`config.mk`:
```
export PLATFORM = sky130hd
export DESIGN_NAME = lut_ram
export DESIGN_NICKNAME = d
export VERILOG_FILES = /design/src/rtl/lut_ram_pkg.sv /design/src/rtl/lut_ram_cell.sv /design/src/rtl/lut_ram_ctrl.sv /design/src/rtl/lut_ram_dpath.sv /design/src/rtl/lut_ram.sv
export SDC_FILE = /design/constraint.sdc
export NUM_CORES = 1
export LEC_CHECK = 0
export BUFFER_PORTS_ARGS = -buffer_cell sky130_fd_sc_hd__clkbuf_2
export CELL_PAD_IN_SITES_DETAIL_PLACEMENT = 0
export CELL_PAD_IN_SITES_GLOBAL_PLACEMENT = 1
export CORE_ASPECT_RATIO = 1.1
export CORE_UTILIZATION = 55
export DETAILED_ROUTE_END_ITERATION = 8
export PLACE_DENSITY_LB_ADDON = 0.1
export RECOVER_POWER = 50
export SLEW_MARGIN = 20
export SYNTH_ARGS = -nofsm -noshare
export SYNTH_HDL_FRONTEND = slang
export SYNTH_SLANG_ARGS = --single-unit
```
`constraint.sdc`:
```
create_clock -name clk -period 6.6 [get_ports clk]
set_input_delay 1.32 -clock clk [delete_from_list [all_inputs] [get_ports clk]]
set_output_delay 1.32 -clock clk [all_outputs]
set_load 0.02 [all_outputs]
```
`src/rtl/lut_ram_pkg.sv`:
```
package lut_ram_pkg;
  // Geometry of one storage cell.
  localparam int CELL_ABITS = 4;
  localparam int CELL_DEPTH = 1 << CELL_ABITS;
  // Largest supported bank count (address width up to 6).
  localparam int MAX_BANKS  = 4;
  localparam int BANK_SELW  = 2;

  // Strobes from the control part to the datapath.
  typedef struct packed {
    logic [MAX_BANKS-1:0] bankWe;   // one-hot write strobe per bank
    logic [BANK_SELW-1:0] rdBank;   // bank selected for the primary read
    logic [BANK_SELW-1:0] dpBank;   // bank selected for the second-port read
    logic                 regLoad;  // capture register load
  } ramStrobe_t;
endpackage

```
`src/rtl/lut_ram_cell.sv`:
```
module lut_ram_cell
  import lut_ram_pkg::*;
#(
  parameter bit INIT_BIT  = 1'b0,
  parameter bit DUAL_PORT = 1'b1
) (
  input  logic                  clk,
  input  logic                  we,
  input  logic                  din,
  input  logic [CELL_ABITS-1:0] wrRdAddr,
  input  logic [CELL_ABITS-1:0] roAddr,
  output logic                  spo,
  output logic                  dpo
);
  localparam logic [CELL_DEPTH-1:0] INIT_VEC = {CELL_DEPTH{INIT_BIT}};

  logic [CELL_DEPTH-1:0] primaryBits = INIT_VEC;

  always_ff @(posedge clk) begin
    if (we) primaryBits[wrRdAddr] <= din;
  end

  assign spo = primaryBits[wrRdAddr];

  generate
    if (DUAL_PORT) begin : g_mirror
      // The copy takes the same write at the same address.
      logic [CELL_DEPTH-1:0] mirrorBits = INIT_VEC;
      always_ff @(posedge clk) begin
        if (we) mirrorBits[wrRdAddr] <= din;
      end
      assign dpo = mirrorBits[roAddr];
    end else begin : g_single
      logic unusedRo;
      assign unusedRo = ^roAddr;
      assign dpo = 1'b0;
    end
  endgenerate
endmodule

```
`src/rtl/lut_ram_ctrl.sv`:
```
module lut_ram_ctrl
  import lut_ram_pkg::*;
#(
  parameter int AW = 6
) (
  input  logic          wrEn,
  input  logic          regEn,
  input  logic [AW-1:0] addr,
  input  logic [AW-1:0] dpAddr,
  output ramStrobe_t    strobe
);
  localparam int NB = 1 << (AW - CELL_ABITS);

  logic [BANK_SELW-1:0] wrBank;

  always_comb begin
    wrBank         = BANK_SELW'(addr >> CELL_ABITS);
    strobe.rdBank  = wrBank;
    strobe.dpBank  = BANK_SELW'(dpAddr >> CELL_ABITS);
    strobe.regLoad = regEn;
    for (int b = 0; b < MAX_BANKS; b++) begin
      strobe.bankWe[b] = wrEn && (b < NB) && (wrBank == BANK_SELW'(b));
    end
  end
endmodule

```
`src/rtl/lut_ram_dpath.sv`:
```
module lut_ram_dpath
  import lut_ram_pkg::*;
#(
  parameter int          DW        = 1,
  parameter int          AW        = 6,
  parameter bit          DUAL_PORT = 1'b1,
  parameter logic [DW-1:0] INIT_WORD = '0
) (
  input  logic          clk,
  input  ramStrobe_t    strobe,
  input  logic [AW-1:0] addr,
  input  logic [AW-1:0] dpAddr,
  input  logic [DW-1:0] wrData,
  output logic [DW-1:0] rdData,
  output logic [DW-1:0] dpData,
  output logic [DW-1:0] regData
);
  localparam int NB  = 1 << (AW - CELL_ABITS);
  localparam int BW  = (AW > CELL_ABITS) ? (AW - CELL_ABITS) : 1;
  localparam int NSL = 1 << BW;

  logic [DW-1:0] bankRd [NSL];
  logic [DW-1:0] bankDp [NSL];

  genvar b, i;
  generate
    for (b = 0; b < NSL; b++) begin : g_bank
      if (b < NB) begin : g_live
        for (i = 0; i < DW; i++) begin : g_bit
          lut_ram_cell #(
            .INIT_BIT (INIT_WORD[i]),
            .DUAL_PORT(DUAL_PORT)
          ) u_cell (
            .clk     (clk),
            .we      (strobe.bankWe[b]),
            .din     (wrData[i]),
            .wrRdAddr(addr[CELL_ABITS-1:0]),
            .roAddr  (dpAddr[CELL_ABITS-1:0]),
            .spo     (bankRd[b][i]),
            .dpo     (bankDp[b][i])
          );
        end
      end else begin : g_pad
        assign bankRd[b] = '0;
        assign bankDp[b] = '0;
      end
    end
  endgenerate

  // Depth extension: upper address bits steer the output muxes.
  assign rdData = bankRd[strobe.rdBank[BW-1:0]];
  assign dpData = bankDp[strobe.dpBank[BW-1:0]];

  logic [DW-1:0] capReg = INIT_WORD;
  always_ff @(posedge clk) begin
    if (strobe.regLoad) capReg <= rdData;
  end
  assign regData = capReg;
endmodule

```
`src/rtl/lut_ram.sv`:
```
module lut_ram #(
  parameter int            DW        = 1,
  parameter int            AW        = 6,
  parameter bit            DUAL_PORT = 1'b1,
  parameter logic [DW-1:0] INIT_WORD = '0
) (
  input  logic          clk,
  input  logic          wrEn,
  input  logic [AW-1:0] addr,
  input  logic [DW-1:0] wrData,
  output logic [DW-1:0] rdData,
  input  logic [AW-1:0] dpAddr,
  output logic [DW-1:0] dpData,
  input  logic          regEn,
  output logic [DW-1:0] regData
);
  lut_ram_pkg::ramStrobe_t strobe;

  lut_ram_ctrl #(.AW(AW)) u_ctrl (
    .wrEn  (wrEn),
    .regEn (regEn),
    .addr  (addr),
    .dpAddr(dpAddr),
    .strobe(strobe)
  );

  lut_ram_dpath #(
    .DW(DW), .AW(AW), .DUAL_PORT(DUAL_PORT), .INIT_WORD(INIT_WORD)
  ) u_dpath (
    .clk    (clk),
    .strobe (strobe),
    .addr   (addr),
    .dpAddr (dpAddr),
    .wrData (wrData),
    .rdData (rdData),
    .dpData (dpData),
    .regData(regData)
  );
endmodule

```
* After elaboration in Yosys (flattened, before gate mapping)
Cells that the tools add are included.
Storage, ports and cells: register bits 129, bits of input ports 16, logic and storage cells 57
Cells by class: magnitude comparators 5, eq/ne operators 3, multiplexer cells 32, bitwise gates (word level) 2, reduce and logical (&&, ||, !) cells 6
Operator list (number):
- bitwise mux 16 bit | 8
- binary-select mux 1 bit (select 4 bit) | 8
- two-way mux 1 bit | 13
- < comparator 4 x 5 -> 1 bit, second input constant | 2
- greater-or-equal comparator 3 bit, second input constant | 2
- NOT 2 -> 3 bit | 2
- logical AND 1 bit | 5
- binary-select mux 1 bit (select 2 bit) | 2
- demux 1 bit (select 4 bit) | 1
- == test 2 bit, second input constant | 2
- greater-or-equal comparator 4 x 1 -> 1 bit, second input constant | 1
- == test 2 x 1 -> 1 bit, second input constant | 1
- logical NOT 2 bit | 1

* Depth between registers and ports, before layout
Gate-level depths: netlist of the first run.
depth in word-level cells 5, mapped depth 6, depth with buffers taken out 4

* Cells and area by module
Synthesis of the first run repeated with hierarchy kept, for this count alone.
Unflattened totals: cell total of the unflattened synthesis 252, area, all modules 3684.8 µm²
Modules (own cells, without submodules):
- lut_ram_cell at u_dpath.g_bank[0].g_live.g_bit[0].u_cell ... | instances 3, cells each 60, area an instance 883.3 µm², seq. area each 480.5 µm²
- lut_ram_cell at u_dpath.g_bank[3].g_live.g_bit[0].u_cell | instances 1, cells each 60, area an instance 884.6 µm², seq. area each 480.5 µm²
- lut_ram_ctrl | instances 1, cells each 9, area an instance 75.1 µm², seq. area each 0.0 µm²
- lut_ram_dpath | instances 1, cells each 3, area an instance 75.1 µm², seq. area each 30.0 µm²

* Worst setup path before layout of the first run
Ideal clock, no wire load.
path type in2out, start input addr[0], end output rdData, arrival time 2966 ps, path slack 2314 ps, stages 6, path buffers 2, cells stage by stage buf_6 buf_12 mux4_1 a22oi_1 a21oi_1 or4_1
Between the ends: word-level cells in the longest chain between the ends 5, elaborated cells between the ends (all ways) 11, classes of those cells 11 x mux
Ends and longest elaborated chain:
- from (decl) | RTL line lut_ram.sv:9 | input logic [AW-1:0] addr,
- binary-select mux 1 bit (select 4 bit) | RTL line lut_ram_cell.sv:23 | assign spo = primaryBits[wrRdAddr];
- two-way mux 1 bit (not written as such) | RTL line lut_ram_cell.sv:23
- binary-select mux 1 bit (select 2 bit) (*) | RTL line lut_ram_dpath.sv:51 | assign rdData = bankRd[strobe.rdBank[BW-1:0]];
- two-way mux 1 bit (not written as such) (*) (2 in a row) | RTL line lut_ram_dpath.sv:51
- to (decl) | RTL line lut_ram.sv:11 | output logic [DW-1:0] rdData,
Every way passes the cells marked *; elsewhere a longest branch is shown, timed or not. The select of a mux whose other input is x is not followed.

* Worst setup path after layout of the first run
Same ends and word-level chain as after synthesis.

==> metrics.cfg, run 1 <==
[power]
powerDensity_nw_per_um2=221
p_leak_nw=1.14
pwr-share-clk_pct=33.7
finalPower_w=0.000814
swShare_pct=23.6
ir_worst_vdd_mv=0.159
switchingPower_w=0.000192
intPower_w=0.000622
pwr-share-seq_pct=56.5
p_comb_share_pct=9.8

[detailed_routing]
drt_wl_total_um=7580
viasPerCell=6.46
vias=2170
postRouteAntennaNets=0
routed.top_layer=met4
wl_met3_um=597
wl_met2_um=3560
wirelength_met1_um=3330
drc=0
drtPass1Iterations=5
drt-initial-drc-count=245
wl_per_cell_um=22.6

[layout]
stdcell_count=336
nets=270
diodes=0
final_common_cell=nor2_1
syn2layout_area_growth_pct=6.18
final_cell_mix=68 x nor2_1, 65 x edfxtp_1, 21 x mux4_2, 16 x clkbuf_2, 15 x nand2_1
design_area_um2=3680
layout-drive-gt1-share_pct=19.7

[yosys]
synth_area_per_cell_um2=14.1
yosysSeqAreaShare_pct=56.4
synth_seq_cells=65
syn_area_um2=3460
ys_types=26
async_flop_share_pct=0
ys.flop_type=edfxtp_1
synthXorXnorAreaFrac_pct=0
synth_nets=261
synth_compound_area_share_pct=3.72
synth_top_family_by_area=multiplexers
synth_mux_area_share_pct=22.7
synth_cells=245
synth-simple-area-share_pct=13.6
synth_edf_count=65
synthAdderAreaFrac_pct=0
yosys_warnings=0

[cts]
ctsHoldBuffers=0
post_cts_buffers=0
cts_resized=0
cts_max_level=3
cts_tree=done
clock_sinks=65
cts_buffers=9
path_clk_slew_ns=0.07
cts_root_buf=clkbuf_8
clock_latency_ns=0.34
cts.path.max_buffers=2

[worst_hold_path]
hp-class=reg -> reg
holdPathStages=4
min_to=u_dpath.regData$_DFFE_PP_

[floorplanning]
dieArea_um2=6620
start_util_pct=58.5
rows=29
die_w_um=77.6
core_um2=5910
die_height_um=85.2
pin_count=19

[setup_path]
r2r_slack_ns=4.49
crit_path_max_fanout=23
crit_required_ns=5.28
crit_arrival_ns=3.61
path_class=in -> out
worstSetupEndpointType=primary output
rr_endpoint=u_dpath.regData$_DFFE_PP_
cp-start-kind=input pin
r2r_cells=4

[placed_design]
dp.cells=320
routabilityCongestion=0.792
dpl.hpwl_um=5110
io_buffers=18
pre_cts_slack_ns=1.66
place_area_um2=3520

[timing]
fin_worst_skew_ns=0.00612
worst_pin_slew_ns=2.38
hold_violations=0
finalSetupTns_ns=0
fmaxAchievable_mhz=203
rsz0062_at_grt=no
setup_violations=0
setup_ws_ns=1.67
period_needed_ns=4.93
drv_slew=65
period_share_pct=74.7
maxSlewHeadroom_pct=-58.8

[global_route]
antenna_found_initial=0
grt-ovfl-total=0
grt_pass1_wl_um=11800
grt_pass1_vias=2101
grtUsageTotal_pct=25.3
grt_start_max_net_pins=65

[outcome]
status=complete, but fails checks
violations=max-capacitance violations, max-slew violations

[run]
drv_cap=1

==> cell families after synthesis <==
| logic type | Yosys count |
|---|---|
| AOI/OAI and AO/OA | 18 |
| buffers and inverters | 20 |
| DFF | 65 |
| muxes | 33 |
| and+or+nand+nor | 109 |
==> worst max path at each step <==
stage / start / depth (start not counted) / to / slack [ns]
2_1_floorplan: addr[0] / 6 / rdData / 2.31
3_3_place_gp: addr[0] / 6 / rdData / 1.70
3_5_place_dp: addr[0] / 6 / rdData / 1.66
4_1_cts: addr[0] / 6 / rdData / 1.66
5_1_grt: addr[0] / 6 / rdData / 1.56
6_report: addr[0] / 6 / rdData / 1.67
==> layer usage <==
layer | up-vias | GRT usage [%]
li1 | 964 | -
met3 | 9 | 3.55
met1 | 1100 | 38.3
met4 | 0 | 10.3
met5 | - | 0
met2 | 97 | 37.4
==> cells in the mapped netlist (all sizes together) (2+ instances only) <==
library cell | number | area, um^2
nor2 | 68 | 255
edfxtp | 65 | 1950
mux4 | 33 | 787
nand2 | 15 | 56.3
a22oi | 10 | 75.1
buf | 10 | 86.3
clkbuf | 10 | 37.5
nand3 | 9 | 45.0
nor2b | 7 | 43.8
a21oi | 4 | 20.0
nand3b | 3 | 22.5
nand2b | 2 | 12.5
==> through the flow <==
step	hold slack, ns	utilization (%)
after floorplan	1.05	-
after global placement	0.995	59.6
after detailed placement	1.00	59.6
after CTS	1.02	62.2
after global routing	1.08	62.2
final	1.02	62.2
==> worst max-delay path: stages <==
cell	delay (ns)
clkbuf_2	0.53
mux4_1	0.64
a22oi_1	0.25
a21oi_1	0.12
or4_1	0.56
clkbuf_2	0.18
==> sequential cells by signal (all words and copies together) (netlist names) <==
signal / flops
u_dpath.g_bank.g_live.g_bit.u_cell.g_mirror.mirrorBits: 32
u_dpath.g_bank.g_live.g_bit.u_cell.primaryBits: 32
u_dpath.regData: 1
==> cell type report <==
class	count	area, um^2
fillers	460	2240
flip-flops and latches	65	1950
clock buffers	11	131
well taps	77	96.3
clock inverters	5	22.5
multi-input cells	160	1390
repair buffers	18	87.6
==> power groups by stage <==
stage | Combinational, W | Sequential (W) | Clock, W
detailed placement | 0.0000798 | 0.000468 | 0
floorplan | 0.0000572 | 0.000468 | 0
global placement | 0.0000796 | 0.000468 | 0
global route | 0.0000861 | 0.000460 | 0.000294
finish | 0.0000799 | 0.000460 | 0.000274
CTS | 0.0000800 | 0.000459 | 0.000278
No activity file was read; power rests on OpenSTA's default activity.
==> run 2, diff against run 1 <==
CORE_UTILIZATION = 46   (was 55)
clock period = 4.4 ns   (was 6.6 ns; I/O delays follow)
==> metrics.cfg, run 2 (synthesis results as in run 1) <==
[outcome]
status=complete, but fails checks  ; unchanged
violations=design-rule violations, max-capacitance violations, max-slew violations  ; was max-capacitance violations, max-slew violations

[cts]
cts_tree=done  ; unchanged
clock_latency_ns=0.34  ; about the same
cts_root_buf=clkbuf_8  ; unchanged
post_cts_buffers=0  ; unchanged
cts.path.max_buffers=2  ; unchanged
cts_resized=0  ; unchanged
cts_max_level=3  ; unchanged
cts_buffers=9  ; unchanged
path_clk_slew_ns=0.07  ; about the same
clock_sinks=65  ; unchanged
ctsHoldBuffers=0  ; unchanged

[timing]
fmaxAchievable_mhz=260
hold_violations=0  ; unchanged
maxSlewHeadroom_pct=-57.4  ; was -58.8%
worst_pin_slew_ns=2.36  ; was 2.38 ns
fin_worst_skew_ns=0.00635  ; was 0.00612 ns
period_share_pct=87.3
rsz0062_at_grt=no  ; unchanged
finalSetupTns_ns=0  ; unchanged
drv_slew=65  ; unchanged
setup_violations=0  ; unchanged
period_needed_ns=3.84

[setup_path]
crit_path_max_fanout=23  ; unchanged
crit_slowest_cell=or4_1  ; was mux4_1
path_delay_family=buffers and inverters  ; unchanged
worstSetupEndpointType=primary output  ; unchanged
cp-start-kind=input pin  ; unchanged
r2r_slack_ns=2.21  ; was 4.49 ns
path_class=in -> out  ; unchanged
cpMostUsedCell=clkbuf_2  ; unchanged
rr_endpoint=u_dpath.regData$_DFFE_PP_  ; unchanged
crit_arrival_ns=2.96  ; was 3.61 ns
cp_slowest_stage_delay_ns=0.54  ; was 0.64 ns
crit_required_ns=3.52  ; was 5.28 ns
r2r_cells=4  ; unchanged
crit_buf_inv=2  ; unchanged
crit_chain=clkbuf_2 -> mux4_4 -> a22oi_1 -> a211oi_1 -> or4_1 -> clkbuf_2  ; was clkbuf_2 -> mux4_1 -> a22oi_1 -> a21oi_1 -> or4_1 -> clkbuf_2
cp_num_cells=6  ; unchanged

[power]
p_leak_nw=1.16  ; was 1.14 nW
switchingPower_w=0.000313  ; was 0.000192 W
swShare_pct=23.9  ; was 23.6%
pwr-share-seq_pct=52.8  ; was 56.5%
ir_worst_vdd_mv=0.210  ; was 0.159 mV
powerDensity_nw_per_um2=350  ; was 221 nW/um^2
pwr-share-clk_pct=37.7  ; was 33.7%
p_comb_share_pct=9.5  ; was 9.8%
intPower_w=0.000994  ; was 0.000622 W

[layout]
final_cell_mix=68 x nor2_1, 65 x edfxtp_1, 21 x mux4_2, 16 x clkbuf_2, 15 x nand2_1  ; unchanged
fin_util_pct=52.4  ; was 62.2%
layout-drive-gt1-share_pct=21.1  ; was 19.7%
design_area_um2=3730  ; was 3680 um^2
diodes=0  ; unchanged
nFillCells=640  ; was 460
syn2layout_area_growth_pct=7.84  ; was 6.18%
final_common_cell=nor2_1  ; unchanged
stdcell_count=346  ; was 336
nets=272  ; was 270

[detailed_routing]
routed.top_layer=met4  ; unchanged
vias=2164  ; was 2170
wirelength_met1_um=3760  ; was 3330 um
viasPerCell=6.25  ; was 6.46
drc=2  ; was 0
wl_met2_um=3880  ; was 3560 um
drtPass1Iterations=6  ; was 5
drt-initial-drc-count=203  ; was 245
postRouteAntennaNets=0  ; unchanged
wl_met3_um=439  ; was 597 um
drt_wl_total_um=8200  ; was 7580 um
wl_per_cell_um=23.7  ; was 22.6 um

[floorplanning]
pin_count=19  ; unchanged
start_util_pct=48.6  ; was 58.5%
die_height_um=93.0  ; was 85.2 um
dieArea_um2=7880  ; was 6620 um^2
die_w_um=84.7  ; was 77.6 um
rows=32  ; was 29
core_um2=7130  ; was 5910 um^2

[placed_design]
place_area_um2=3550  ; was 3520 um^2
dp.cells=330  ; was 320
dpl.hpwl_um=5670  ; was 5110 um
routabilityCongestion=0.848  ; was 0.792
io_buffers=18  ; unchanged

[run]
drv_cap=1  ; unchanged

[global_route]
grt_pass1_vias=2241  ; was 2101
grt_pass1_wl_um=13100  ; was 11800 um
grt_start_max_net_pins=65  ; unchanged
grt-ovfl-total=0  ; unchanged
grtUsageTotal_pct=23.2  ; was 25.3%
antenna_found_initial=0  ; unchanged

[worst_hold_path]
hold_path.startpoint=regEn
min_to=u_dpath.regData$_DFFE_PP_  ; unchanged
hp-class=in -> reg  ; was reg -> reg
holdPathStages=1  ; was 4

==> run 2: metal layers <==
layer | vias up | track usage (%)
met1 | 1108 | 34.3
met2 | 74 | 35.5
met5 | - | 0
li1 | 972 | -
met4 | 0 | 8.47
met3 | 10 | 3.09
==> run 2: metrics by stage <==
stage	hold slack (ns)	setup slack, ns	total power (W)
final	0.736	0.558	0.00131
after global routing	0.730	0.490	0.00135
after CTS	0.727	0.578	0.00131
after detailed placement	1.01	0.580	0.000828
after global placement	1.01	0.602	0.000827
after floorplan	0.979	0.994	0.000788
==> run 2: power by group through the flow <==
stage                     Clock [W]  Sequential (W)  Combinational, W
final                      0.000492        0.000689          0.000124
after global routing       0.000521        0.000690          0.000135
after CTS                  0.000498        0.000689          0.000125
after detailed placement          0        0.000703          0.000125
after global placement            0        0.000703          0.000124
after floorplan                   0        0.000702         0.0000858
==> run 2: cell type report <==
cell class              instances  area, um^2  share of cell area (%)
flip-flops and latches         65        1950                    52.3
clock buffers                  10         128                    3.42
clock inverters                 6        58.8                    1.58
well taps                      85         106                    2.85
multi-input cells             160        1390                    37.1
repair buffers                 20         103                    2.75
==> run 2: how the worst max path moves through the flow <==
stage,startpoint,end
after floorplan,addr[0],rdData
after global placement,addr[0],rdData
after detailed placement,addr[1],rdData
after CTS,addr[1],rdData
after global routing,addr[1],rdData
final,addr[1],rdData
